===== config.mk =====
export PLATFORM = sky130hd
export DESIGN_NAME = tmr8_shared_psc
export DESIGN_NICKNAME = d
export VERILOG_FILES = /design/src/rtl/tmr8_pkg.sv /design/src/rtl/tmr8_edge_sync.sv /design/src/rtl/tmr8_prescaler.sv /design/src/rtl/tmr8_core.sv /design/src/rtl/tmr8_shared_psc.sv
export SDC_FILE = /design/constraint.sdc
export NUM_CORES = 1
export LEC_CHECK = 0
export BUFFER_PORTS_ARGS = -buffer_cell sky130_fd_sc_hd__buf_2
export CAP_MARGIN = 15
export CORE_MARGIN = 10
export CORE_UTILIZATION = 50
export DETAILED_ROUTE_END_ITERATION = 10
export PLACE_DENSITY_LB_ADDON = 0.05
export SLEW_MARGIN = 30
export SYNTH_ARGS = -nofsm -noshare
export SYNTH_HDL_FRONTEND = slang
export SYNTH_HIERARCHICAL = 1
export SYNTH_SLANG_ARGS = --single-unit

===== constraint.sdc =====
create_clock -name clk -period 4.2 [get_ports clk]
set_clock_uncertainty 0.15 [all_clocks]
set_input_delay 0.84 -clock clk [delete_from_list [all_inputs] [get_ports clk]]
set_output_delay 0.84 -clock clk [all_outputs]
set_load 0.005 [all_outputs]

===== src/rtl/tmr8_pkg.sv =====
package tmr8_pkg;
  localparam int RATE_W = 3;
  localparam int PSC_W  = 2 ** RATE_W;

  typedef struct packed {
    logic              src_ext;
    logic              fall_edge;
    logic              psc_to_wdt;
    logic [RATE_W-1:0] rate;
  } tmr_cfg_t;
endpackage


===== src/rtl/tmr8_edge_sync.sv =====
module tmr8_edge_sync #(
  parameter int STAGES = 2
) (
  input  logic clk,
  input  logic rst_n,
  input  logic pin,
  input  logic fall_sel,
  output logic edge_evt
);
  logic [STAGES-1:0] sync_q, sync_d;
  logic              prev_q, prev_d;

  always_comb begin
    sync_d = {sync_q[STAGES-2:0], pin};
    prev_d = sync_q[STAGES-1];
  end

  always_ff @(posedge clk or negedge rst_n) begin
    if (!rst_n) begin
      sync_q <= '0;
      prev_q <= 1'b0;
    end else begin
      sync_q <= sync_d;
      prev_q <= prev_d;
    end
  end

  always_comb begin
    if (fall_sel) edge_evt = prev_q & ~sync_q[STAGES-1];
    else          edge_evt = ~prev_q & sync_q[STAGES-1];
  end
endmodule


===== src/rtl/tmr8_prescaler.sv =====
module tmr8_prescaler
  import tmr8_pkg::*;
(
  input  logic              clk,
  input  logic              rst_n,
  input  logic              evt,
  input  logic              clr,
  input  logic              to_wdt,
  input  logic [RATE_W-1:0] rate,
  output logic              tap_pulse
);
  localparam int SH_W = RATE_W + 1;

  logic [PSC_W-1:0] cnt_q, cnt_d;
  logic [PSC_W-1:0] mask;
  logic [SH_W-1:0]  shift;

  // timer owner divides by 2^(rate+1), watchdog owner by 2^rate
  always_comb begin
    shift = {1'b0, rate} + (to_wdt ? SH_W'(0) : SH_W'(1));
    for (int i = 0; i < PSC_W; i++) mask[i] = (i < int'(shift));
  end

  always_comb begin
    tap_pulse = evt & ~clr & ((cnt_q & mask) == mask);
    if (clr)      cnt_d = '0;
    else if (evt) cnt_d = cnt_q + PSC_W'(1);
    else          cnt_d = cnt_q;
  end

  always_ff @(posedge clk or negedge rst_n) begin
    if (!rst_n) cnt_q <= '0;
    else        cnt_q <= cnt_d;
  end
endmodule


===== src/rtl/tmr8_core.sv =====
module tmr8_core #(
  parameter int TMR_W       = 8,
  parameter int INHIBIT_CYC = 2
) (
  input  logic             clk,
  input  logic             rst_n,
  input  logic             cyc_tick,
  input  logic             wr_en,
  input  logic [TMR_W-1:0] wr_data,
  input  logic             inc,
  input  logic             flag_clr,
  output logic             count_ok,
  output logic [TMR_W-1:0] tmr_q,
  output logic             ovf_flag
);
  localparam int INH_W = $clog2(INHIBIT_CYC + 1);

  logic [INH_W-1:0] inh_q, inh_d;
  logic [TMR_W-1:0] tmr_d;
  logic             flag_d, wrap;

  assign count_ok = (inh_q == '0) & ~wr_en;

  always_comb begin
    if (wr_en)                     inh_d = INH_W'(INHIBIT_CYC);
    else if (cyc_tick && inh_q != '0) inh_d = inh_q - INH_W'(1);
    else                           inh_d = inh_q;
  end

  always_comb begin
    wrap = 1'b0;
    if (wr_en) begin
      tmr_d = wr_data;
    end else if (inc) begin
      tmr_d = tmr_q + TMR_W'(1);
      wrap  = (tmr_q == '1);
    end else begin
      tmr_d = tmr_q;
    end
    if (wrap)          flag_d = 1'b1;
    else if (flag_clr) flag_d = 1'b0;
    else               flag_d = ovf_flag;
  end

  always_ff @(posedge clk or negedge rst_n) begin
    if (!rst_n) begin
      inh_q    <= '0;
      tmr_q    <= '0;
      ovf_flag <= 1'b0;
    end else begin
      inh_q    <= inh_d;
      tmr_q    <= tmr_d;
      ovf_flag <= flag_d;
    end
  end
endmodule


===== src/rtl/tmr8_shared_psc.sv =====
module tmr8_shared_psc
  import tmr8_pkg::*;
#(
  parameter int TMR_W       = 8,
  parameter int SYNC_STAGES = 2,
  parameter int INHIBIT_CYC = 2
) (
  input  logic             clk,
  input  logic             rst_n,
  input  logic             cyc_tick,
  input  logic             ext_clk,
  input  logic [5:0]       mode_cfg,
  input  logic             wr_en,
  input  logic [TMR_W-1:0] wr_data,
  input  logic             flag_clr,
  input  logic             wdt_raw,
  input  logic             wdt_clr,
  output logic [TMR_W-1:0] tmr_q,
  output logic             ovf_flag,
  output logic             wdt_tick
);
  tmr_cfg_t cfg;
  logic [1:0] rst_pipe;
  logic       rst_int_n;
  logic       ext_evt, src_evt, count_ok, gated_evt;
  logic       psc_evt, psc_clr, psc_pulse, tmr_inc;

  assign cfg = tmr_cfg_t'(mode_cfg);

  // asynchronous assert, synchronous release
  always_ff @(posedge clk or negedge rst_n) begin
    if (!rst_n) rst_pipe <= 2'b00;
    else        rst_pipe <= {rst_pipe[0], 1'b1};
  end
  assign rst_int_n = rst_pipe[1];

  tmr8_edge_sync #(.STAGES(SYNC_STAGES)) u_sync (
    .clk      (clk),
    .rst_n    (rst_int_n),
    .pin      (ext_clk),
    .fall_sel (cfg.fall_edge),
    .edge_evt (ext_evt)
  );

  always_comb begin
    src_evt   = cfg.src_ext ? ext_evt : cyc_tick;
    gated_evt = src_evt & count_ok;
    psc_evt   = cfg.psc_to_wdt ? wdt_raw : gated_evt;
    psc_clr   = cfg.psc_to_wdt ? wdt_clr : wr_en;
    tmr_inc   = cfg.psc_to_wdt ? gated_evt : psc_pulse;
    wdt_tick  = cfg.psc_to_wdt ? psc_pulse : wdt_raw;
  end

  tmr8_prescaler u_psc (
    .clk       (clk),
    .rst_n     (rst_int_n),
    .evt       (psc_evt),
    .clr       (psc_clr),
    .to_wdt    (cfg.psc_to_wdt),
    .rate      (cfg.rate),
    .tap_pulse (psc_pulse)
  );

  tmr8_core #(.TMR_W(TMR_W), .INHIBIT_CYC(INHIBIT_CYC)) u_core (
    .clk      (clk),
    .rst_n    (rst_int_n),
    .cyc_tick (cyc_tick),
    .wr_en    (wr_en),
    .wr_data  (wr_data),
    .inc      (tmr_inc),
    .flag_clr (flag_clr),
    .count_ok (count_ok),
    .tmr_q    (tmr_q),
    .ovf_flag (ovf_flag)
  );
endmodule


## After elaboration in Yosys (flattened, before gate mapping)

Cells that the tools add are included.

| operators by class | value |
|---|---|
| add/subtract/negate cells | 4 |
| $lt $le $gt $ge | 8 |
| eq/ne operators | 2 |
| multiplexer cells | 17 |
| bitwise logic cells | 11 |
| reductions and logical operators | 7 |

Operators with widths:

| kind | number |
|---|---|
| 8-bit 2-to-1 mux | 4 |
| 8-bit by 1-bit adder with 8-bit output (second input constant) | 2 |
| 3-bit by 4-bit < comparator with 1-bit output (first input constant) | 4 |
| 1-bit 2-to-1 mux | 11 |
| 2-bit nonzero test | 5 |
| 8-bit AND | 1 |
| 8-bit equality test | 1 |
| 8-bit equality test (second input constant) | 1 |
| 1-bit by 4-bit < comparator with 1-bit output (first input constant) | 2 |
| 2-bit by 4-bit < comparator with 1-bit output (first input constant) | 2 |
| 1-bit AND | 6 |
| 3-bit by 4-bit adder with 4-bit output | 1 |
| 2-bit 2-to-1 mux | 2 |
| 1-bit inverter | 4 |
| 2-bit zero test | 1 |
| 2-bit by 1-bit subtractor with 2-bit output (second input constant) | 1 |
| 1-bit logical AND | 1 |

| word-level totals | value |
|---|---|
| register bits after elaboration | 24 |
| input port bits | 22 |
| output and inout port bits | 10 |
| word-level logic and storage cells | 56 |

## Logic depth before layout (Yosys ltp)

Gate-level depths: netlist of run 1.

| depth | value |
|---|---|
| depth after elaboration | 12 |
| mapped depth | 14 |
| mapped depth without buffers | 12 |

## Hierarchy

The synthesis of run 1 kept the hierarchy.

By module, submodules not included:

| module | times used | cells each | area an instance (µm²) | seq. area each (µm²) |
|---|---|---|---|---|
| tmr8_core | 1 | 64 | 606.8 | 275.3 |
| tmr8_prescaler | 1 | 56 | 526.8 | 200.2 |
| tmr8_shared_psc | 1 | 12 | 115.1 | 50.0 |
| tmr8_edge_sync | 1 | 6 | 97.6 | 75.1 |

## Worst setup path before layout of run 1

Ideal clock, no wire load.

| path | value |
|---|---|
| path type | input port to flip-flop |
| start | in mode_cfg[3] |
| end | reg u_core.tmr_q[7] |
| setup time | 0.069 ns |
| arrival time | 3.017 ns |
| required time | 3.981 ns |
| path slack | 0.964 ns |
| cell stages on the path | 13 |
| path buffers | 1 |
| cells stage by stage | inv_1 > ha_1 > ha_1 > nor2b_1 > o21ai_1 > nand4_1 > a221oi_2 > inv_1 > o22ai_1 > buf_4 > nand4_4 > or4_1 > nand3_1 |

| on the way | value |
|---|---|
| longest elaborated chain between the ends | 8 |
| elaborated cells on any way between the ends | 19 |
| those cells by class | add/sub: 1; order compare: 8; eq/ne: 1; mux: 4; bitwise: 4; reduce/logical: 1 |

RTL lines:

| item | line | source |
|---|---|---|
| start: declaration | tmr8_shared_psc.sv:12 | `input logic [5:0] mode_cfg,` |
| 1-bit 2-to-1 mux | tmr8_prescaler.sv:20 | `shift = {1'b0, rate} + (to_wdt ? SH_W'(0) : SH_W'(1));` |
| 3-bit by 4-bit adder with 4-bit output | tmr8_prescaler.sv:20 |  |
| 1-bit by 4-bit < comparator with 1-bit output, or another cell as far along | tmr8_prescaler.sv:21 | `for (int i = 0; i < PSC_W; i++) mask[i] = (i < int'(shift));` |
| 8-bit AND | tmr8_prescaler.sv:25 | `tap_pulse = evt & ~clr & ((cnt_q & mask) == mask);` |
| 8-bit equality test | tmr8_prescaler.sv:25 |  |
| 1-bit AND * | tmr8_prescaler.sv:25 |  |
| net psc_pulse | tmr8_shared_psc.sv:26 | `logic psc_evt, psc_clr, psc_pulse, tmr_inc;` |
| 1-bit 2-to-1 mux * | tmr8_shared_psc.sv:50 | `tmr_inc = cfg.psc_to_wdt ? gated_evt : psc_pulse;` |
| net tmr_inc | tmr8_shared_psc.sv:26 |  |
| 2-bit nonzero test (no source line) * | - |  |
| end signal: assignment | tmr8_core.sv:52 | `tmr_q <= tmr_d;` |
| end: declaration | tmr8_core.sv:13 | `output logic [TMR_W-1:0] tmr_q,` |

The timed path passes the listed nets; every way through them passes the cells marked *.
A chain may end at the register's enable or synchronous reset.

## Final worst setup path of run 1

| path | value |
|---|---|
| start | in mode_cfg[3] |
| end | out wdt_tick |

| on the way | value |
|---|---|
| longest elaborated chain between the ends | 7 |
| elaborated cells on any way between the ends | 18 |
| those cells by class | add/sub: 1; order compare: 8; eq/ne: 1; mux: 4; bitwise: 4 |

RTL lines:

| item | line | source |
|---|---|---|
| 1-bit 2-to-1 mux | tmr8_prescaler.sv:20 |  |
| 3-bit by 4-bit adder with 4-bit output | tmr8_prescaler.sv:20 |  |
| 1-bit by 4-bit < comparator with 1-bit output, or another cell as far along | tmr8_prescaler.sv:21 |  |
| 8-bit AND | tmr8_prescaler.sv:25 |  |
| 8-bit equality test | tmr8_prescaler.sv:25 |  |
| 1-bit AND * | tmr8_prescaler.sv:25 |  |
| net psc_pulse | tmr8_shared_psc.sv:26 |  |
| 1-bit 2-to-1 mux * | tmr8_shared_psc.sv:51 | `wdt_tick = cfg.psc_to_wdt ? psc_pulse : wdt_raw;` |
| end: declaration | tmr8_shared_psc.sv:20 | `output logic wdt_tick` |

Marks and branches as above.

==> results of run 1 <==
synth_stat cells:
| cell | instances |
|---|---|
| o22ai_1 | 1 |
| o21ai_0 | 6 |
| a21oi_1 | 1 |
| nand4b_1 | 1 |
| clkbuf_1 | 1 |
| ha_1 | 5 |
| mux2_2 | 2 |
| and3_1 | 1 |
| nand3_1 | 7 |
| nor2_1 | 10 |
| inv_1 | 9 |
| or3_1 | 1 |
| and4_1 | 1 |
| o21ai_2 | 1 |
| nand4_4 | 1 |
| o21ai_1 | 6 |
| buf_4 | 1 |
| conb_1 | 1 |
| nor2b_1 | 6 |
| mux2i_1 | 3 |
| xor2_1 | 7 |
| nand3b_1 | 1 |
| buf_6 | 3 |
| nand2b_1 | 3 |
| a21boi_2 | 1 |
| o221ai_1 | 1 |
| a211o_1 | 2 |
| xnor2_1 | 4 |
| o2111ai_1 | 1 |
| dfrtp_1 | 24 |
| nand4_1 | 5 |
| or4_1 | 3 |
| nand2_1 | 16 |
| a221oi_2 | 1 |
| a22o_1 | 1 |
layout make-up:
cell class / instances / area [um^2] / area share [%]
Sequential cell: 24 / 602 / 38.7
Inverter: 9 / 33.8 / 2.17
Multi-Input combinational cell: 100 / 667 / 42.9
Clock buffer: 4 / 36.3 / 2.33
Timing Repair Buffer: 34 / 178 / 11.4
Tap cell: 30 / 37.5 / 2.42
stage by stage:
stage,setup slack [ps],instance area [um^2],utilization [%],instances
CTS,618,1550,61.6,201
floorplan,964,1350,-,138
global placement,654,1520,60.1,197
finish,594,1550,61.6,201
detailed placement,573,1520,60.1,197
global route,445,1550,61.6,201
flip-flops by register name, indices dropped and copies added, names as in the netlist:
signal and count:
u_sync/sync_q 2, u_core/inh_q 2, u_core/tmr_q 8, u_sync/prev_q 1, u_core/ovf_flag 1, u_psc/cnt_q 8
rst_pipe 2
worst max-delay path, delay by kind of cell:
family / cells / cell delay [ps]
multiplexers: 1 / 190
AO/OA/AOI/OAI: 2 / 460
buffers and inverters: 3 / 300
adder cells (fa/ha/maj): 2 / 550
AND/OR/NAND/NOR: 2 / 270
logic make-up (layout without fill, tap and decap cells):
kind of cell               Yosys count  in the layout  synth area share [%]
and+or+nand+nor                     56             56                  22.4
DFF                                 24             24                  44.6
AOI/OAI and AO/OA                   22             22                  11.2
buffers and inverters               14             47                  5.85
xor gates and xnor gates            11             11                  7.16
adders and majority gates            5              5                  4.65
muxes                                5              5                  3.90
other                                1              1                 0.279
power by group:
part / switching, mW / internal (mW)
Clock: 0.0703 / 0.0530
Combinational: 0.0380 / 0.0383
Sequential: 0.0188 / 0.245
path summary, 6_finish.rpt:
check / to / cells past startpoint
max in group asynchronous: u_psc/cnt_q[6] / 0
min in group clk: u_sync/sync_q[1] / 0
hold / removal: u_core/tmr_q[4] / 0
hold reg to reg: u_core/tmr_q[4] / 0
setup reg to reg: u_core/tmr_q[7] / 14
setup / recovery: wdt_tick / 10
layout by cell type, fill, tap and decap left out:
| master | n |
|---|---|
| a211o_1 | 2 |
| a21boi_2 | 1 |
| a21oi_1 | 1 |
| a221oi_2 | 1 |
| a22o_1 | 1 |
| and3_1 | 1 |
| and4_1 | 1 |
| buf_2 | 31 |
| buf_4 | 3 |
| clkbuf_4 | 3 |
| clkbuf_8 | 1 |
| conb_1 | 1 |
| dfrtp_1 | 23 |
| dfrtp_2 | 1 |
| ha_1 | 5 |
| inv_1 | 9 |
| mux2_2 | 2 |
| mux2i_1 | 3 |
| nand2_1 | 16 |
| nand2b_1 | 3 |
| nand3_1 | 7 |
| nand3b_1 | 1 |
| nand4_1 | 5 |
| nand4_4 | 1 |
| nand4b_1 | 1 |
| nor2_1 | 10 |
| nor2b_1 | 6 |
| o2111ai_1 | 1 |
| o21ai_0 | 6 |
| o21ai_1 | 6 |
| o21ai_2 | 1 |
| o221ai_1 | 1 |
| o22ai_1 | 1 |
| or3_1 | 1 |
| or4_1 | 3 |
| xnor2_1 | 4 |
| xor2_1 | 7 |
metal layers:
metal	track usage (%)	up-vias
li1	-	546
met4	5.16	0
met2	20.0	25
met3	3.67	4
met5	0	-
met1	13.6	508
==> results.json, run 1 <==
{
  "status": "completed",
  "hold_ws_ps": 89.7,
  "max-vdd-ir-drop_mv": 0.222,
  "portBuffers": 31,
  "syn_nets": 165,
  "drc": 0,
  "drt_iter0_markers": 55,
  "ctsHoldBuffers": 0,
  "fp-row-count": 18,
  "p_total_uw": 464,
  "syn-cell-area_um2": 1350,
  "antenna_found_initial": 0,
  "drtAntennaViolNets": 0,
  "finalCriticalPeriod_ps": 3610,
  "nFillCells": 216,
  "nets": 199,
  "dr_wl_met3_um": 181,
  "period_share_pct": 85.8,
  "worstSkewPairLatency_ps": 320,
  "synth_top_area_share_pct": 44.6,
  "die_y_um": 71.9,
  "p_leak_nw": 0.735,
  "cts_buffer_depth": 2,
  "postCtsSetupBuffers": 0,
  "routed-wl-met2_um": 1460,
  "drt-wirelength-per-cell_um": 14.3,
  "critPathLaunch": "mode_cfg[3]",
  "wl_met1_um": 1210,
  "powerDensity_nw_per_um2": 298,
  "setup_viol": 0,
  "synth.ff_latch_count": 24,
  "grt_pass1_wl_um": 5130,
  "viasPerCell": 5.39,
  "clock-root-buffer": "clkbuf_4",
  "relSlewSlack_pct": 66.7,
  "hold_path.class": "flip-flop to async pin",
  "drv_cap": 0,
  "clock.fmax_ghz": 0.277,
  "timing.critical_path.cells": "buf_2 > inv_1 > ha_1 > ha_1 > nor2b_1 > o21ai_1 > nand4_1 > a221oi_2 > mux2_2 > buf_2",
  "rrSetupSlack_ps": 1350,
  "die_w_um": 71.9,
  "r2r_start": "u_core/inh_q[0]",
  "routed_wl_um": 2880,
  "crit_path_top_delay_cell": "ha_1",
  "synth.avg_cell_area_um2": 9.76,
  "cts_made_buffers": 3,
  "hold_viol_final": 0,
  "critPathMaxStageDelay_ps": 310,
  "yosysTopAreaCell": "dfrtp_1",
  "cts_resized": 0,
  "gr-usage-all-layers_pct": 11.9,
  "diodes": 0,
  "ys_types": 35,
  "crit_type": "input port to output port",
  "crit_path_end_kind": "output port",
  "cts_tree": "yes",
  "io_pins": 32,
  "rsz0062_at_grt": "no",
  "start_util_pct": 53.4,
  "coreArea_um2": 2520,
  "hpwlAfterDp_um": 2240,
  "dieArea_um2": 5170,
  "fin_tns_setup_ps": 0,
  "first_pass_iters": 4,
  "via_count": 1083,
  "overflow": 0,
  "path_clk_slew_ps": 130,
  "drive_gt1_share_pct": 26.3,
  "yosys_warnings": 6,
  "slew_viol_final": 0,
  "clock-sinks": 24,
  "top_layer": "met4",
  "areaGrowthSynthToFinish_pct": 15.4,
  "crit_required_ps": 3210,
  "grt_pass1_vias": 1199,
  "grt_max_degree": 23,
  "crit_path_max_fanout": 7,
  "syn_inst": 138,
  "worst_slew_pin_slew_ps": 500,
  "ys_top_cells_by_area": "dfrtp_1 (45%), ha_1 (4.6%), xor2_1 (4.6%), nand2_1 (4.5%), nor2_1 (2.8%)",
  "htreeDepth": 1,
  "yosysSeqAreaShare_pct": 44.6,
  "gp_congestion": 0.865,
  "cp.arrival_ps": 2620,
  "cp-start-kind": "input port"
}
No activity file was read; power rests on OpenSTA's default activity.
==> run 2, diff against run 1 <==
--- a/config.mk
+++ b/config.mk
@@ -5,6 +5,7 @@
 export SDC_FILE = /design/constraint.sdc
 export NUM_CORES = 1
 export LEC_CHECK = 0
+export ABC_AREA = 1
 export BUFFER_PORTS_ARGS = -buffer_cell sky130_fd_sc_hd__buf_2
 export CAP_MARGIN = 15
 export CORE_MARGIN = 10
==> results.json, run 2 <==
{
  "status": "completed",
  "die_y_um": 74.3,
  "ys_top_cells_by_count": "nand2_1 (57), inv_1 (27), dfrtp_1 (24), nand3_1 (20), nor2_1 (16)",
  "nets": 259,
  "hold_path.class": "flip-flop to async pin",
  "drive_gt1_share_pct": 24.7,
  "hold_viol_final": 0,
  "yosysSeqAreaShare_pct": 40.8,
  "antenna_found_initial": 0,
  "path_clk_slew_ps": 150,
  "fp-row-count": 19,
  "syn-cell-area_um2": 1470,
  "syn_nets": 225,
  "seq_area_um2": 602,
  "multi_input_area_um2": 732,
  "slew_viol_final": 0,
  "clock.fmax_ghz": 0.294,
  "cp.arrival_ps": 2410,
  "via_count": 1309,
  "period_share_pct": 81.0,
  "routed_wl_um": 3230,
  "cts_resized": 0,
  "areaGrowthSynthToFinish_pct": 15.7,
  "reg_top3": "u_core/tmr_q x8, u_psc/cnt_q x8",
  "crit_type": "input port to output port",
  "yosysTopAreaCell": "dfrtp_1",
  "hpwlAfterDp_um": 2570,
  "grt_max_degree": 23,
  "grt_pass1_wl_um": 5350,
  "postCtsSetupBuffers": 0,
  "powerDensity_nw_per_um2": 305,
  "coreArea_um2": 2780,
  "setup_viol": 0,
  "post-route-util_pct": 61.3,
  "ys_types": 26,
  "synth_flop_cell": "dfrtp_1",
  "relSlewSlack_pct": 66.4,
  "grt_pass1_vias": 1243,
  "rsz0062_at_grt": "no",
  "worst_slew_pin_slew_ps": 505,
  "finalCriticalPeriod_ps": 3400,
  "cts_made_buffers": 3,
  "ctsHoldBuffers": 0,
  "ys_top_cells_by_area": "dfrtp_1 (41%), nand2_1 (15%), inv_1 (6.9%), nand3_1 (6.8%), ha_1 (4.2%)",
  "cp-start-kind": "input port",
  "clock-sinks": 24,
  "cts_buffer_depth": 2,
  "final_common_cell": "nand2_1",
  "gr-usage-all-layers_pct": 11.9,
  "synthMostInstantiatedCell": "nand2_1",
  "yosys_warnings": 6,
  "htreeDepth": 1,
  "crit_required_ps": 3210,
  "worstSkewPairLatency_ps": 320,
  "start_util_pct": 52.9,
  "drtAntennaViolNets": 0,
  "crit_path_max_fanout": 6,
  "cts_tree": "yes",
  "nFillCells": 252,
  "gp_congestion": 0.903,
  "synth.avg_cell_area_um2": 7.44,
  "synthArstFlopShare_pct": 100,
  "fin_tns_setup_ps": 0,
  "dieArea_um2": 5520,
  "p_leak_nw": 0.918,
  "drt-wirelength-per-cell_um": 12.3,
  "synth.ff_latch_count": 24,
  "drv_cap": 0,
  "overflow": 0,
  "portBuffers": 31,
  "drt_iter0_markers": 75,
  "viasPerCell": 5.00,
  "crit_path_end_kind": "output port",
  "max-vdd-ir-drop_mv": 0.241,
  "first_pass_iters": 4,
  "io_pins": 32,
  "die_w_um": 74.3,
  "drc": 0,
  "synth-edff-count": 0,
  "syn_inst": 198,
  "clock-root-buffer": "clkbuf_4",
  "synth_top_area_share_pct": 40.8,
  "final_cell_mix": "nand2_1 (57), buf_2 (31), inv_1 (27), dfrtp_1 (23), nand3_1 (20)",
  "diodes": 0
}
-- run 2: critical path, stage by stage --
cell and delay (ps):
buf_2 130, inv_1 60, ha_1 210, ha_1 320, nand2_1 110, nor2_1 50, nor3_1 200, nand3_1 100
nor2_1 140, nand2_1 70, nand2_1 60, buf_2 110
-- run 2: path summary, 6_finish.rpt --
check                                      start               end  slack, ps  cells after the start
worst max-delay path                 mode_cfg[3]          wdt_tick        800                     12
worst min-delay path                 rst_pipe[1]   u_core/tmr_q[0]         90                      0
worst max register to register   u_core/inh_q[0]   u_core/tmr_q[6]       1550                     17
worst min register to register       rst_pipe[1]   u_core/tmr_q[0]         90                      0
max in group asynchronous            rst_pipe[1]  u_sync/sync_q[0]       3460                      0
min in group clk                u_sync/sync_q[0]  u_sync/sync_q[1]        220                      0
-- run 2: through the flow --
step,instance area [um^2],std cells,worst slack [ps],hold slack [ps],power [mW]
CTS,1700,262,802,113,0.526
detailed placement,1650,258,809,190,0.355
finish,1700,262,796,94.8,0.520
global placement,1650,258,881,187,0.350
global route,1700,262,656,102,0.547
floorplan,1470,198,1200,130,0.321
-- run 2: report_power, final --
part	leakage [nW]	internal (mW)	switching, mW
combinational	0.590	0.0354	0.0521
clock	0.0279	0.0965	0.0737
sequential	0.300	0.245	0.0181
-- run 2: cell type report --
class,count,share of cell area [%]
timing repair buffer,31,9.10
tap,31,2.28
multi-input combinational,139,43.0
clock inverter,1,1.76
inverter,33,7.27
sequential,24,35.3
clock buffer,3,1.32
-- run 2: cell families after synthesis --
family	after synthesis	synth area share, %
flops	24	40.8
simple gates	110	35.4
fa+ha+maj	5	4.25
buf+inv	35	9.52
compound gates	22	9.18
xor+xnor	1	0.595
other cells	1	0.255
-- run 2: layer usage --
metal	vias up	wire length, um	share of wire (%)	global-route usage, %
met5	-	0	0	0
li1	693	-	-	-
met4	0	16	0.50	3.66
met2	25	1560	48	21.0
met1	589	1440	45	14.2
met3	2	206	6.4	2.53
==> run 3, diff against run 2 <==
--- a/config.mk
+++ b/config.mk
@@ -5,11 +5,11 @@
 export SDC_FILE = /design/constraint.sdc
 export NUM_CORES = 1
 export LEC_CHECK = 0
-export ABC_AREA = 1
+export ABC_AREA = 0
 export BUFFER_PORTS_ARGS = -buffer_cell sky130_fd_sc_hd__buf_2
 export CAP_MARGIN = 15
 export CORE_MARGIN = 10
-export CORE_UTILIZATION = 50
+export CORE_UTILIZATION = 47
 export DETAILED_ROUTE_END_ITERATION = 10
 export PLACE_DENSITY_LB_ADDON = 0.05
 export SLEW_MARGIN = 30
==> constraint.sdc (replaced) <==
create_clock -name clk -period 3 [get_ports clk]
set_clock_uncertainty 0.15 [all_clocks]
set_input_delay 0.6 -clock clk [delete_from_list [all_inputs] [get_ports clk]]
set_output_delay 0.6 -clock clk [all_outputs]
set_load 0.005 [all_outputs]
==> results.json, run 3 (synthesis results as in run 1) <==
{
  "drt_iter0_markers": 57,
  "hpwlAfterDp_um": 2260,
  "powerDensity_nw_per_um2": 399,
  "p_clk_share_pct": 25.5,
  "fin_area_um2": 1640,
  "drt-wirelength-per-cell_um": 13.6,
  "finalCriticalPeriod_ps": 2920,
  "p_sw_uw": 175,
  "fin_tns_setup_ps": 0,
  "place_area_um2": 1580,
  "final_cell_mix": "buf_2 (31), dfrtp_1 (23), nand2_1 (16), buf_4 (11), nor2_1 (10)",
  "p_sw_share_pct": 26.8,
  "postCtsSetupBuffers": 0,
  "dieArea_um2": 5410,
  "p_leak_nw": 0.781,
  "p_total_uw": 652,
  "crit_type": "input port to output port",
  "portBuffers": 31,
  "crit_path_max_fanout": 2,
  "p_int_uw": 478,
  "hold_path.class": "flip-flop to async pin",
  "cts_tree": "yes",
  "overflow": 0,
  "first_pass_iters": 4,
  "drc": 0,
  "path_clk_slew_ps": 130,
  "gr-usage-all-layers_pct": 11.0,
  "hold_viol_final": 0,
  "max-vdd-ir-drop_mv": 0.323,
  "grt_pass1_wl_um": 4910,
  "drtAntennaViolNets": 0,
  "combinationalPowerShare_pct": 17.9,
  "clock-root-buffer": "clkbuf_4",
  "grt_max_degree": 23,
  "grt_pass1_vias": 1129,
  "worstSkewPairLatency_ps": 300,
  "fp-row-count": 19,
  "slew_viol_final": 0,
  "diodes": 0,
  "reg_top3": "u_core/tmr_q x8, u_psc/cnt_q x8",
  "final_common_cell": "buf_2",
  "drive_gt1_share_pct": 30.0,
  "start_util_pct": 48.8,
  "cp-start-kind": "input port",
  "via_count": 1074,
  "p_seq_share_pct": 56.6,
  "status": "completed",
  "cts_buffer_depth": 2,
  "die_w_um": 73.5,
  "areaGrowthSynthToFinish_pct": 21.5,
  "cp.arrival_ps": 2170,
  "cts_made_buffers": 3,
  "critPathMaxStageDelay_ps": 290,
  "timing.critical_path.cells": "buf_2 > inv_1 > ha_1 > ha_1 > nor2b_1 > o21ai_1 > nand4_1 > a221oi_2 > mux2_4 > buf_2",
  "io_pins": 32,
  "clock-sinks": 24,
  "clock.fmax_ghz": 0.342,
  "drv_cap": 0,
  "coreArea_um2": 2760,
  "htreeDepth": 1,
  "routed_wl_um": 2870,
  "crit_path_end_kind": "output port",
  "viasPerCell": 5.09,
  "gp_congestion": 0.930,
  "crit_required_ps": 2250,
  "period_share_pct": 97.4,
  "crit_path_top_delay_cell": "ha_1",
  "nets": 208,
  "setup_viol": 0,
  "antenna_found_initial": 0,
  "die_y_um": 73.5
}
[run 3: cell types whose count changed in the layout (fill, tap and decap cells not counted), moves of 5 or more]
cell,delta
xor2_1,+6
nand4_1,+5
a21oi_1,-6
nor2b_1,+6
inv_1,-18
nand3_1,-13
buf_4,+11
o21ai_1,+7
nor2_1,-6
inv_2,-6
nand2_1,-41
[run 3: per-stage QoR]
step	util [%]	instances	setup slack [ps]	hold slack (ps)
final	59.3	211	76.5	84.9
after global routing	59.3	211	-50.0	135
after CTS	58.9	211	52.7	223
after detailed placement	57.2	206	-165	187
after global placement	57.2	206	-141	182
after floorplan	-	138	3.70	130
[run 3: worst max-delay path: cells and delay by family]
kind                       cells  cell delay (ps)
muxes                          1              190
and+or+nand+nor                2              250
buffers and inverters          3              230
adders and majority gates      2              500
AOI/OAI and AO/OA              2              400
[run 3: repair_timing]
action,CTS,global route
hold endpoints to repair,2,0
gates resized for setup,0,3
hold buffers,1,0
endpoints found under the setup margin,0,3
[run 3: path summary, 6_finish.rpt]
check                            startpoint                to  slack (ps)  depth (start not counted)
setup / recovery                mode_cfg[3]          wdt_tick          80                         10
hold / removal                  rst_pipe[1]   u_core/tmr_q[5]          80                          0
setup reg to reg            u_core/inh_q[0]   u_core/tmr_q[7]         350                         13
hold reg to reg                 rst_pipe[1]   u_core/tmr_q[5]          80                          0
max in group asynchronous             rst_n       rst_pipe[1]        2170                          2
min in group clk           u_sync/sync_q[0]  u_sync/sync_q[1]         210                          0
[run 3: layout make-up]
class	instances	area, um^2
inverter	9	33.8
tap	31	38.8
sequential	24	602
clock buffer	4	36.3
timing repair buffer	43	248
multi-input combinational	100	677
fill	246	1120
[run 3: routing by layer]
layer,track usage [%],routed length [um],vias to the layer above
met5,0,0,-
li1,-,-,560
met3,3.23,173,2
met2,17.7,1300,26
met4,3.31,14,0
met1,13.8,1380,486
[run 3: power by group through the flow]
stage	Combinational (mW)	Clock, mW	Sequential (mW)
after floorplan	0.0703	0	0.371
after global placement	0.111	0	0.375
after detailed placement	0.115	0	0.376
after CTS	0.116	0.175	0.370
after global routing	0.132	0.189	0.375
final	0.117	0.166	0.369
